### src/rtl/trapdoor_pkg.sv
package trapdoor_pkg;

  localparam int BYTE_W = 8;

  typedef enum logic [1:0] {
    ARM_IDLE = 2'd0,
    ARM_ONE  = 2'd1,
    ARM_TWO  = 2'd2
  } arm_state_e;

  // offsets that the sequence detector decodes
  localparam logic [2:0] OFS_ARM_PORT  = 3'd1;
  localparam logic [2:0] OFS_GATE_PORT = 3'd2;

  // hidden register offsets
  localparam logic [2:0] OFS_RD_TIME = 3'd0;
  localparam logic [2:0] OFS_WR_TIME = 3'd1;
  localparam logic [2:0] OFS_CTRL    = 3'd3;
  localparam logic [2:0] OFS_STRAP   = 3'd5;
  localparam logic [2:0] OFS_MISC    = 3'd6;

  localparam logic [BYTE_W-1:0] CODE_UNLOCK   = 8'h03;
  localparam logic [BYTE_W-1:0] CODE_RELOCK   = 8'h83;
  localparam logic [BYTE_W-1:0] CODE_OVERRIDE = 8'h85;
  localparam logic [BYTE_W-1:0] CODE_PROBE    = 8'hFF;

  typedef struct packed {
    logic [BYTE_W-1:0] rd_time;
    logic [BYTE_W-1:0] wr_time;
    logic [BYTE_W-1:0] ctrl;
    logic [BYTE_W-1:0] strap;
    logic [BYTE_W-1:0] misc;
  } cfg_bank_t;

endpackage

### src/rtl/unlock_seq.sv
module unlock_seq
  import trapdoor_pkg::*;
#(
  parameter int ADDR_W = 3
) (
  input  logic              clk,
  input  logic              rst,
  input  logic [ADDR_W-1:0] addr,
  input  logic              rd,
  input  logic              wr,
  input  logic              wide,
  input  logic [BYTE_W-1:0] wbyte,
  output logic              cfg_mode,
  output logic              unlock_hit,
  output logic              relock_hit
);

  arm_state_e arm_q;
  logic       cfg_q;
  logic       rd_acc;
  logic       any_acc;
  logic       arm_read;
  logic       gate_write;

  assign rd_acc     = rd & ~wr;
  assign any_acc    = rd | wr;
  assign arm_read   = rd_acc & wide & (addr == ADDR_W'(OFS_ARM_PORT));
  assign gate_write = wr & ~wide & (addr == ADDR_W'(OFS_GATE_PORT));
  assign unlock_hit = ~cfg_q & (arm_q == ARM_TWO) & gate_write & (wbyte == CODE_UNLOCK);
  assign relock_hit = cfg_q & gate_write & (wbyte == CODE_RELOCK);
  assign cfg_mode   = cfg_q;

  always_ff @(posedge clk) begin
    if (rst) begin
      arm_q <= ARM_IDLE;
      cfg_q <= 1'b0;
    end else if (cfg_q) begin
      arm_q <= ARM_IDLE;
      if (relock_hit) cfg_q <= 1'b0;
    end else if (any_acc) begin
      unique case (arm_q)
        ARM_IDLE: arm_q <= arm_read ? ARM_ONE : ARM_IDLE;
        ARM_ONE:  arm_q <= arm_read ? ARM_TWO : ARM_IDLE;
        default:  arm_q <= ARM_IDLE;
      endcase
      if (unlock_hit) cfg_q <= 1'b1;
    end
  end

  assert_unlock_after_arm_R2: assert property (@(posedge clk) disable iff (rst)
    $rose(cfg_q) |-> $past(arm_q) == ARM_TWO);

  assert_broken_step_idle_R3: assert property (@(posedge clk) disable iff (rst)
    (!cfg_q && arm_q == ARM_ONE && any_acc && !arm_read) |=> arm_q == ARM_IDLE);

  assert_relock_code_R4: assert property (@(posedge clk) disable iff (rst)
    $fell(cfg_q) |-> $past(wr && !wide && addr == ADDR_W'(OFS_GATE_PORT) && wbyte == CODE_RELOCK));

endmodule

### src/rtl/taskfile_regs.sv
module taskfile_regs
  import trapdoor_pkg::*;
#(
  parameter int ADDR_W = 3,
  parameter int DATA_W = 16
) (
  input  logic              clk,
  input  logic              rst,
  input  logic              wr_en,
  input  logic [ADDR_W-1:0] addr,
  input  logic              wide,
  input  logic [DATA_W-1:0] wdata,
  output logic [DATA_W-1:0] rword
);

  localparam int DEPTH = 1 << ADDR_W;

  logic [DEPTH-1:0][DATA_W-1:0] words_q;

  for (genvar i = 0; i < DEPTH; i++) begin : g_word
    always_ff @(posedge clk) begin
      if (rst) begin
        words_q[i] <= '0;
      end else if (wr_en && addr == ADDR_W'(i)) begin
        if (wide) words_q[i] <= wdata;
        else      words_q[i][BYTE_W-1:0] <= wdata[BYTE_W-1:0];
      end
    end
  end

  assign rword = words_q[addr];

  assert_tf_untouched_R11: assert property (@(posedge clk) disable iff (rst)
    !wr_en |=> $stable(words_q));

endmodule

### src/rtl/cfg_regbank.sv
module cfg_regbank
  import trapdoor_pkg::*;
#(
  parameter int ADDR_W = 3
) (
  input  logic              clk,
  input  logic              rst,
  input  logic              cfg_mode,
  input  logic [ADDR_W-1:0] addr,
  input  logic              wr,
  input  logic              wide,
  input  logic [BYTE_W-1:0] wbyte,
  input  logic              strap_in,
  output logic [BYTE_W-1:0] rbyte,
  output cfg_bank_t         bank
);

  cfg_bank_t bank_q;
  logic      byte_wr;

  assign byte_wr = cfg_mode & wr & ~wide;

  always_ff @(posedge clk) begin
    if (rst) begin
      bank_q <= '0;
    end else if (byte_wr) begin
      case (addr)
        ADDR_W'(OFS_RD_TIME): bank_q.rd_time <= wbyte;
        ADDR_W'(OFS_WR_TIME): bank_q.wr_time <= wbyte;
        ADDR_W'(OFS_CTRL):    bank_q.ctrl    <= wbyte;
        ADDR_W'(OFS_STRAP):   bank_q.strap   <= wbyte;
        ADDR_W'(OFS_MISC):    bank_q.misc    <= wbyte;
        default: ;
      endcase
    end
  end

  always_comb begin
    case (addr)
      ADDR_W'(OFS_RD_TIME): rbyte = bank_q.rd_time;
      ADDR_W'(OFS_WR_TIME): rbyte = bank_q.wr_time;
      ADDR_W'(OFS_CTRL):    rbyte = bank_q.ctrl;
      ADDR_W'(OFS_STRAP):   rbyte = (bank_q.strap == CODE_PROBE) ?
                                    {{(BYTE_W-1){1'b0}}, strap_in} : bank_q.strap;
      ADDR_W'(OFS_MISC):    rbyte = bank_q.misc;
      default:              rbyte = '0;
    endcase
  end

  assign bank = bank_q;

  assert_locked_bank_hold_R9: assert property (@(posedge clk) disable iff (rst)
    !cfg_mode |=> $stable(bank_q));

  assert_wide_write_ignored_R7: assert property (@(posedge clk) disable iff (rst)
    (cfg_mode && wr && wide) |=> $stable(bank_q));

endmodule

### src/rtl/timing_select.sv
module timing_select
  import trapdoor_pkg::*;
#(
  parameter logic [BYTE_W-1:0] RD_SLOW = 8'h6C,
  parameter logic [BYTE_W-1:0] RD_FAST = 8'h48,
  parameter logic [BYTE_W-1:0] WR_SLOW = 8'h5E,
  parameter logic [BYTE_W-1:0] WR_FAST = 8'h3D
) (
  input  logic              clk,
  input  logic              rst,
  input  cfg_bank_t         bank,
  input  logic              strap_in,
  output logic [BYTE_W-1:0] rd_timing,
  output logic [BYTE_W-1:0] wr_timing,
  output logic [BYTE_W-1:0] ctrl,
  output logic [BYTE_W-1:0] misc
);

  logic              use_prog;
  logic [BYTE_W-1:0] rd_dflt;
  logic [BYTE_W-1:0] wr_dflt;

  assign use_prog = (bank.ctrl == CODE_OVERRIDE);
  assign rd_dflt  = strap_in ? RD_FAST : RD_SLOW;
  assign wr_dflt  = strap_in ? WR_FAST : WR_SLOW;

  always_ff @(posedge clk) begin
    if (rst) begin
      rd_timing <= RD_SLOW;
      wr_timing <= WR_SLOW;
      ctrl      <= '0;
      misc      <= '0;
    end else begin
      rd_timing <= use_prog ? bank.rd_time : rd_dflt;
      wr_timing <= use_prog ? bank.wr_time : wr_dflt;
      ctrl      <= bank.ctrl;
      misc      <= bank.misc;
    end
  end

  assert_override_follows_R10: assert property (@(posedge clk) disable iff (rst)
    $past(bank.ctrl) == CODE_OVERRIDE |-> rd_timing == $past(bank.rd_time) &&
                                          wr_timing == $past(bank.wr_time));

endmodule

### src/rtl/cfg_trapdoor_window.sv
module cfg_trapdoor_window
  import trapdoor_pkg::*;
#(
  parameter int                ADDR_W  = 3,
  parameter int                DATA_W  = 16,
  parameter logic [BYTE_W-1:0] RD_SLOW = 8'h6C,
  parameter logic [BYTE_W-1:0] RD_FAST = 8'h48,
  parameter logic [BYTE_W-1:0] WR_SLOW = 8'h5E,
  parameter logic [BYTE_W-1:0] WR_FAST = 8'h3D
) (
  input  logic              clk,
  input  logic              rst,
  input  logic [ADDR_W-1:0] bus_addr,
  input  logic              bus_rd,
  input  logic              bus_wr,
  input  logic              bus_wide,
  input  logic [DATA_W-1:0] bus_wdata,
  input  logic              strap_in,
  output logic [DATA_W-1:0] bus_rdata,
  output logic              cfg_active,
  output logic [BYTE_W-1:0] rd_timing_o,
  output logic [BYTE_W-1:0] wr_timing_o,
  output logic [BYTE_W-1:0] ctrl_o,
  output logic [BYTE_W-1:0] misc_o
);

  localparam int PAD_W = DATA_W - BYTE_W;

  logic              cfg_mode;
  logic              unlock_hit;
  logic              relock_hit;
  logic              tf_wr_en;
  logic [DATA_W-1:0] tf_word;
  logic [BYTE_W-1:0] cfg_byte;
  logic              rd_acc;
  cfg_bank_t         bank;

  unlock_seq #(.ADDR_W(ADDR_W)) seq_i (
    .clk       (clk),
    .rst       (rst),
    .addr      (bus_addr),
    .rd        (bus_rd),
    .wr        (bus_wr),
    .wide      (bus_wide),
    .wbyte     (bus_wdata[BYTE_W-1:0]),
    .cfg_mode  (cfg_mode),
    .unlock_hit(unlock_hit),
    .relock_hit(relock_hit)
  );

  assign tf_wr_en = bus_wr & ~cfg_mode & ~unlock_hit;

  taskfile_regs #(.ADDR_W(ADDR_W), .DATA_W(DATA_W)) tf_i (
    .clk  (clk),
    .rst  (rst),
    .wr_en(tf_wr_en),
    .addr (bus_addr),
    .wide (bus_wide),
    .wdata(bus_wdata),
    .rword(tf_word)
  );

  cfg_regbank #(.ADDR_W(ADDR_W)) bank_i (
    .clk     (clk),
    .rst     (rst),
    .cfg_mode(cfg_mode),
    .addr    (bus_addr),
    .wr      (bus_wr),
    .wide    (bus_wide),
    .wbyte   (bus_wdata[BYTE_W-1:0]),
    .strap_in(strap_in),
    .rbyte   (cfg_byte),
    .bank    (bank)
  );

  timing_select #(
    .RD_SLOW(RD_SLOW), .RD_FAST(RD_FAST),
    .WR_SLOW(WR_SLOW), .WR_FAST(WR_FAST)
  ) tsel_i (
    .clk      (clk),
    .rst      (rst),
    .bank     (bank),
    .strap_in (strap_in),
    .rd_timing(rd_timing_o),
    .wr_timing(wr_timing_o),
    .ctrl     (ctrl_o),
    .misc     (misc_o)
  );

  assign rd_acc = bus_rd & ~bus_wr;

  always_ff @(posedge clk) begin
    if (rst) begin
      bus_rdata <= '0;
    end else if (rd_acc) begin
      if (cfg_mode)      bus_rdata <= {{PAD_W{1'b0}}, cfg_byte};
      else if (bus_wide) bus_rdata <= tf_word;
      else               bus_rdata <= {{PAD_W{1'b0}}, tf_word[BYTE_W-1:0]};
    end
  end

  assign cfg_active = cfg_mode;

  assert_rdata_hold_R8: assert property (@(posedge clk) disable iff (rst)
    !rd_acc |=> $stable(bus_rdata));

  assert_cfg_read_narrow_R5: assert property (@(posedge clk) disable iff (rst)
    (rd_acc && cfg_mode) |=> bus_rdata[DATA_W-1:BYTE_W] == '0);

endmodule

### config.mk
export PLATFORM = sky130hd
export DESIGN_NAME = cfg_trapdoor_window
export DESIGN_NICKNAME = d
export VERILOG_FILES = /design/src/rtl/trapdoor_pkg.sv /design/src/rtl/unlock_seq.sv /design/src/rtl/taskfile_regs.sv /design/src/rtl/cfg_regbank.sv /design/src/rtl/timing_select.sv /design/src/rtl/cfg_trapdoor_window.sv
export SDC_FILE = /design/constraint.sdc
export NUM_CORES = 1
export LEC_CHECK = 0
export BUFFER_PORTS_ARGS = -buffer_cell sky130_fd_sc_hd__clkbuf_2
export CAP_MARGIN = 15
export CORE_MARGIN = 4
export CORE_UTILIZATION = 45
export CTS_CLUSTER_DIAMETER = 100
export DETAILED_ROUTE_END_ITERATION = 12
export PLACE_DENSITY = 0.63
export SLEW_MARGIN = 5
export SYNTH_ARGS = -nofsm -noshare
export SYNTH_HDL_FRONTEND = slang
export SYNTH_SLANG_ARGS = --single-unit
export TNS_END_PERCENT = 50
### constraint.sdc
create_clock -name clk -period 2.15 [get_ports clk]
set_clock_uncertainty 0.05 [all_clocks]
set_input_delay 0.215 -clock clk [delete_from_list [all_inputs] [get_ports clk]]
set_output_delay 0.215 -clock clk [all_outputs]
set_load 0.02 [all_outputs]
After elaboration in Yosys (flattened, before gate mapping)
Index checks and enable logic that the tools add are counted.
{"block": "totals", "reg_bits": 219, "in_bits": 25, "word_cells": 102}
{"block": "op_classes", "eq_ne": 13, "n_bitwise": 19, "reduce_logical": 24, "muxes": 17, "order_cmp": 1}
{"cell": "binary-select mux 16 bit (select 3 bit)", "count": 1}
{"cell": "two-way mux 16 bit", "count": 3}
{"cell": "case mux 8 bit (5 select lines)", "count": 1}
{"cell": "AND reduction 2 bit", "count": 13}
{"cell": "equality test 8 bit (second input constant)", "count": 3}
{"cell": "two-way mux 8 bit", "count": 3}
{"cell": "AND 1 bit", "count": 14}
{"cell": "equality test 3 bit (second input constant)", "count": 4}
{"cell": "equality test 8 x 2 -> 1 bit (second input constant)", "count": 1}
{"cell": "logical AND 1 bit", "count": 8}
{"cell": "two-way mux 7 bit", "count": 1}
{"cell": "equality test 3 x 2 -> 1 bit (second input constant)", "count": 2}
{"cell": "two-way mux 6 bit", "count": 1}
{"cell": "two-way mux 1 bit", "count": 5}
{"cell": "< comparator 3 x 4 -> 1 bit (second input constant)", "count": 1}
{"cell": "NOT 1 bit", "count": 4}
{"cell": "case mux 2 bit (2 select lines)", "count": 1}
{"cell": "equality test 3 x 1 -> 1 bit (second input constant)", "count": 1}
{"cell": "logical NOT 3 bit", "count": 1}
{"cell": "equality test 2 x 1 -> 1 bit (second input constant)", "count": 1}
{"cell": "equality test 2 bit (second input constant)", "count": 1}
{"cell": "logical NOT 2 bit", "count": 1}
{"cell": "two-way mux 2 bit", "count": 1}
{"cell": "OR reduction 2 bit", "count": 1}
{"cell": "bitwise OR 1 bit", "count": 1}

Longest topological paths before layout
{"block": "logic_depth", "depth_word": 9, "ltp_mapped": 8, "depth_no_buf": 5}

By module
From an unflattened synthesis, not the netlist that was laid out.
{"block": "hier_totals", "hier_cells": 927, "area_unflattened_um2": 9708.1}
{"module": "taskfile_regs", "cells_each": 562, "seq_area_each_um2": 2562.5, "n_inst": 1, "area_each_um2": 5916.9}
{"module": "cfg_regbank", "cells_each": 210, "seq_area_each_um2": 800.8, "n_inst": 1, "area_each_um2": 2005.7}
{"module": "timing_select", "cells_each": 76, "seq_area_each_um2": 640.6, "n_inst": 1, "area_each_um2": 929.6}
{"module": "cfg_trapdoor_window", "cells_each": 58, "seq_area_each_um2": 320.3, "n_inst": 1, "area_each_um2": 641.9}
{"module": "unlock_seq", "cells_each": 21, "seq_area_each_um2": 60.1, "n_inst": 1, "area_each_um2": 214.0}

Worst setup path after synthesis
OpenSTA, ideal clock, no wires.
{"block": "synth_path", "path_kind": "in2reg", "startpoint": "input port bus_wdata[3]", "endpoint": "register tf_i.words_q[32] (netlist name)", "n_path_buf": 0, "slack_ns": -0.060, "setup_ns": 0.128, "arrival_ns": 2.032, "stages": 5, "cell_sequence": "or4_1 -> or4_4 -> o41ai_4 -> mux2i_1 -> nor2_1"}
{"block": "synth_via", "elab_chain_len": 5}
{"element": "start: declaration", "line": "cfg_trapdoor_window.sv:17", "source": "input logic [DATA_W-1:0] bus_wdata,"}
{"element": "equality test 8 x 2 -> 1 bit", "line": "unlock_seq.sv:29", "source": "assign unlock_hit = ~cfg_q & (arm_q == ARM_TWO) & gate_write & (wbyte == CODE_UNLOCK);"}
{"element": "AND 1 bit", "line": "unlock_seq.sv:29"}
{"element": "NOT 1 bit", "line": "cfg_trapdoor_window.sv:51", "source": "assign tf_wr_en = bus_wr & ~cfg_mode & ~unlock_hit;"}
{"element": "AND 1 bit", "line": "cfg_trapdoor_window.sv:51"}
{"element": "logical AND 1 bit", "line": "taskfile_regs.sv:24", "source": "end else if (wr_en && addr == ADDR_W'(i)) begin"}
{"element": "end signal: indexed assignment", "line": "taskfile_regs.sv:25", "source": "if (wide) words_q[i] <= wdata;"}
{"element": "end signal: indexed assignment", "line": "taskfile_regs.sv:26", "source": "else words_q[i][BYTE_W-1:0] <= wdata[BYTE_W-1:0];"}
{"element": "end: declaration", "line": "taskfile_regs.sv:18", "source": "logic [DEPTH-1:0][DATA_W-1:0] words_q;"}
No other way between the ends.
A chain may end at the register's enable or synchronous reset.

Final worst setup path
{"block": "layout_path", "startpoint": "register seq_i.cfg_q, in the netlist seq_i.cfg_mode", "endpoint": "register bus_rdata[14]"}
{"block": "layout_via", "elab_chain_len": 1}
{"element": "start: declaration", "line": "unlock_seq.sv:19", "source": "logic cfg_q;"}
{"element": "start signal: assignment", "line": "unlock_seq.sv:36", "source": "cfg_q <= 1'b0;"}
{"element": "start signal: assignment", "line": "unlock_seq.sv:39", "source": "if (relock_hit) cfg_q <= 1'b0;"}
{"element": "start signal: assignment", "line": "unlock_seq.sv:46", "source": "if (unlock_hit) cfg_q <= 1'b1;"}
{"element": "two-way mux 16 bit", "line": "cfg_trapdoor_window.sv:96", "source": "if (cfg_mode) bus_rdata <= {{PAD_W{1'b0}}, cfg_byte};"}
{"element": "end signal: assignment", "line": "cfg_trapdoor_window.sv:96"}
{"element": "end signal: assignment", "line": "cfg_trapdoor_window.sv:97", "source": "else if (bus_wide) bus_rdata <= tf_word;"}
{"element": "end signal: assignment", "line": "cfg_trapdoor_window.sv:98", "source": "else bus_rdata <= {{PAD_W{1'b0}}, tf_word[BYTE_W-1:0]};"}
{"element": "end: declaration", "line": "cfg_trapdoor_window.sv:19", "source": "output logic [DATA_W-1:0] bus_rdata,"}
No other way between the ends.

==> results.md <==
- Outcome: complete, no violations
- Power per cell area: 804.1 nW/µm²
- Fin. Hold Viols: 0
- Slowest stage cell, crit path: nor2_1
- Sw power: 2.005 mW
- # diodes: 0
- M2 GR Usage: 32.85%
- Htree depth: 1
- TritonCTS clock tree: built
- Drt via density: 5.379
- Final period utilization: 91.37%
- Antenna violations before repair: 0
- Dominant synthesized flop cell: dfxtp_1
- Core Area: 19650 µm²
- GR peak layer: met2
- Syn_nets: 939
- Clk sink count: 219
- Setup violations, final: 0
- Via count: 6848
- Gpl congestion: 0.9026
- WP data required: 2.53 ns
- Setup crit start kind: flop
- Maximum clock path buffer count: 3
- Worst-Margin Slew: 0.7671 ns
- Ports: 74
- Area occupied by multi-input gates: 4431 µm²
- Dpl ws: -0.06475 ns
- Worst Setup End Kind: flop
- Max cap viols: 0
- Clock Power Share: 44.9%
- Drt first-iter violations: 531
- Storage element area: 4384 µm²
- Cells after Synth: 914
- Rows: 51
- Combinational power share: 7.1%
- Pin count of the biggest net entering global routing: 124
- TritonRoute pass-1 iters: 5
- Worst-path clk slew: 0.06 ns
- Overflow after GRT: 0
- CTS Buf Count: 24
- Design Power: 8.636 mW
- RSZ-0062 raised after global routing: false
- Post-Syn Area: 9104 µm²
- Detailed Route WL: 23400 µm
- Worst VDD drop: 677.7 µV
- Max Freq: 509.0 MHz
- Slew Viols, Final: 0
- Unique masters post-synth: 42
- P&R area growth vs syn: 17.98%
- LEAKAGE: 4.567 nW
- CTS root buf: clkbuf_16
- Met3 global-route usage: 3.462%
- Clock latency on the worst-skew pair: 0.52 ns
- Starting Density: 46.32%
- Internal Power: 6.631 mW
- Vias in the first global route: 6453
- Min cycle time layout: 1.965 ns
- Setup_tns: 0 ns
- IO buf count: 73
- Setup CP Type: reg2reg
- Die X: 150.2 µm
- Crit-path max FO: 10
- Die Y: 150.2 µm
- Hold Path Class: in2reg
- Fillers: 1803
- Layout Nets: 1020
- Syn avg cell area: 9.960 µm²
- Post-cts resize count: 0
- Synth warnings: 0
- Worst slew margin: 48.86%
- Antenna-violating nets left: 0
- Seq/Total Area, Yosys: 48.16%
- All-layer global routing usage: 20.64%
- Sequential Power Share: 48.0%
- WP data arrival: 2.34 ns
- Full die area: 22570 µm²
- First-pass GRT wire length: 36590 µm
- Worst setup margin: 0.1855 ns
- EDFF count, synth: 0
- Residual DRC: 0
- Max incr delay on CP: 0.63 ns
- Avg WL per Cell: 18.38 µm
- GR Util met1: 29.77%
- Detail Placement HPWL: 15700 µm
- #FFs+latches synth: 219
- Share of cells above drive strength 1: 19.74%
- CP Cell Sequence: nor2_1, nand3_1, o21ai_0
- Sw Share: 23.21%
- Post-synth ARST share: 0%
## metrics by stage
stage               utilization [%]  std cells  cell area, µm²  hold WS (ns)
CTS                           54.65       1273           10740     0.0005704
global route                  54.65       1273           10740       0.01592
finish                        54.65       1273           10740       0.01071
detailed placement            50.71       1231            9966        0.3882
global placement              50.71       1231            9966        0.3864
floorplan                         -        914            9107        0.3119
## synth_stat cells, drive strengths merged, types with 2 or more instances
library cell / number / share of area (%)
a21oi: 26 / 1.4
a221oi: 2 / 0.19
a22o: 2 / 0.19
a22oi: 8 / 0.66
a31oi: 3 / 0.21
a32oi: 4 / 0.38
and2: 7 / 0.48
and3: 5 / 0.34
and3b: 2 / 0.19
buf: 10 / 0.45
clkbuf: 61 / 2.5
dfxtp: 219 / 48
inv: 5 / 0.21
mux2: 14 / 1.7
mux2i: 185 / 20
mux4: 17 / 4.2
nand2: 41 / 1.7
nand2b: 8 / 0.55
nand3: 29 / 1.6
nand4: 5 / 0.34
nor2: 168 / 6.9
nor2b: 25 / 1.7
nor3: 6 / 0.60
nor4: 5 / 0.41
o211ai: 3 / 0.25
o21ai: 21 / 1.2
o221ai: 10 / 0.96
o22ai: 2 / 0.14
o32ai: 6 / 0.58
or3: 6 / 0.41
or4: 2 / 0.21
## flip-flops by register name, indices dropped and copies added, names as in the netlist
signal	cells
tf_i.words_q	128
bank_i.bank	40
bus_rdata	16
tsel_i.ctrl	8
tsel_i.misc	8
tsel_i.rd_timing	8
tsel_i.wr_timing	8
seq_i.arm_q	2
seq_i.cfg_mode	1
## cells in the final DEF (no fill, tap or decap), drive strengths merged, types with 7 or more instances in the layout
master  netlist  routed
a21oi        26      26
a22oi         8       8
and2          7       7
buf          10      51
clkbuf       61     104
dfxtp       219     219
mux2         14      14
mux2i       185     185
mux4         17      17
nand2        41      41
nand2b        8       8
nand3        29      29
nor2        168     168
nor2b        25      25
o21ai        21      21
o221ai       10      10
## area by class of cell
type,count,area share [%]
inverters,6,0.2097
well taps,265,3.087
clock inverters,7,0.6873
repair buffers,126,7.700
multi-input cells,618,41.25
flip-flops and latches,219,40.82
clock buffers,32,6.244
## worst max-delay path: cells and delay by family (launching register included)
kind               cells  cell delay (ns)
and+or+nand+nor        2             1.13
AOI/OAI and AO/OA      1             0.28
DFF                    1             0.42
## metal layers
layer | part of all wire (%) | vias to the layer above
met1 | 47 | 3267
met4 | 1.9 | 0
met5 | 0 | -
met3 | 5.7 | 35
li1 | - | 3362
met2 | 46 | 184
## worst paths after layout
kind | from | end | slack [ns] | cells after the start
worst min register to register | tf_i.words_q[65] | tf_i.words_q[65] | 0.40 | 2
worst max register to register | seq_i.cfg_mode | bus_rdata[14] | 0.19 | 3
worst min-delay path | bus_wdata[15] | tf_i.words_q[127] | 0.01 | 3
worst max-delay path | seq_i.cfg_mode | bus_rdata[14] | 0.19 | 3
## power groups by stage
stage	registers, mW	clock network, mW	logic, mW
2_1_floorplan	4.25	0	0.364
3_3_place_gp	4.24	0	0.601
3_5_place_dp	4.24	0	0.604
4_1_cts	4.15	3.95	0.611
5_1_grt	4.15	4.11	0.663
6_report	4.15	3.88	0.612
## kinds of logic after synthesis
family / synth area share (%)
DFF: 48.16
muxes: 26.28
and+or+nand+nor: 15.54
AOI/OAI and AO/OA: 6.803
buffers and inverters: 3.216
## what timing repair did
action	in CTS	in global routing
buffers inserted	0	0
hold buffers	3	0
endpoints found under the hold margin	5	0
Power figures use the tool's default switching activity.
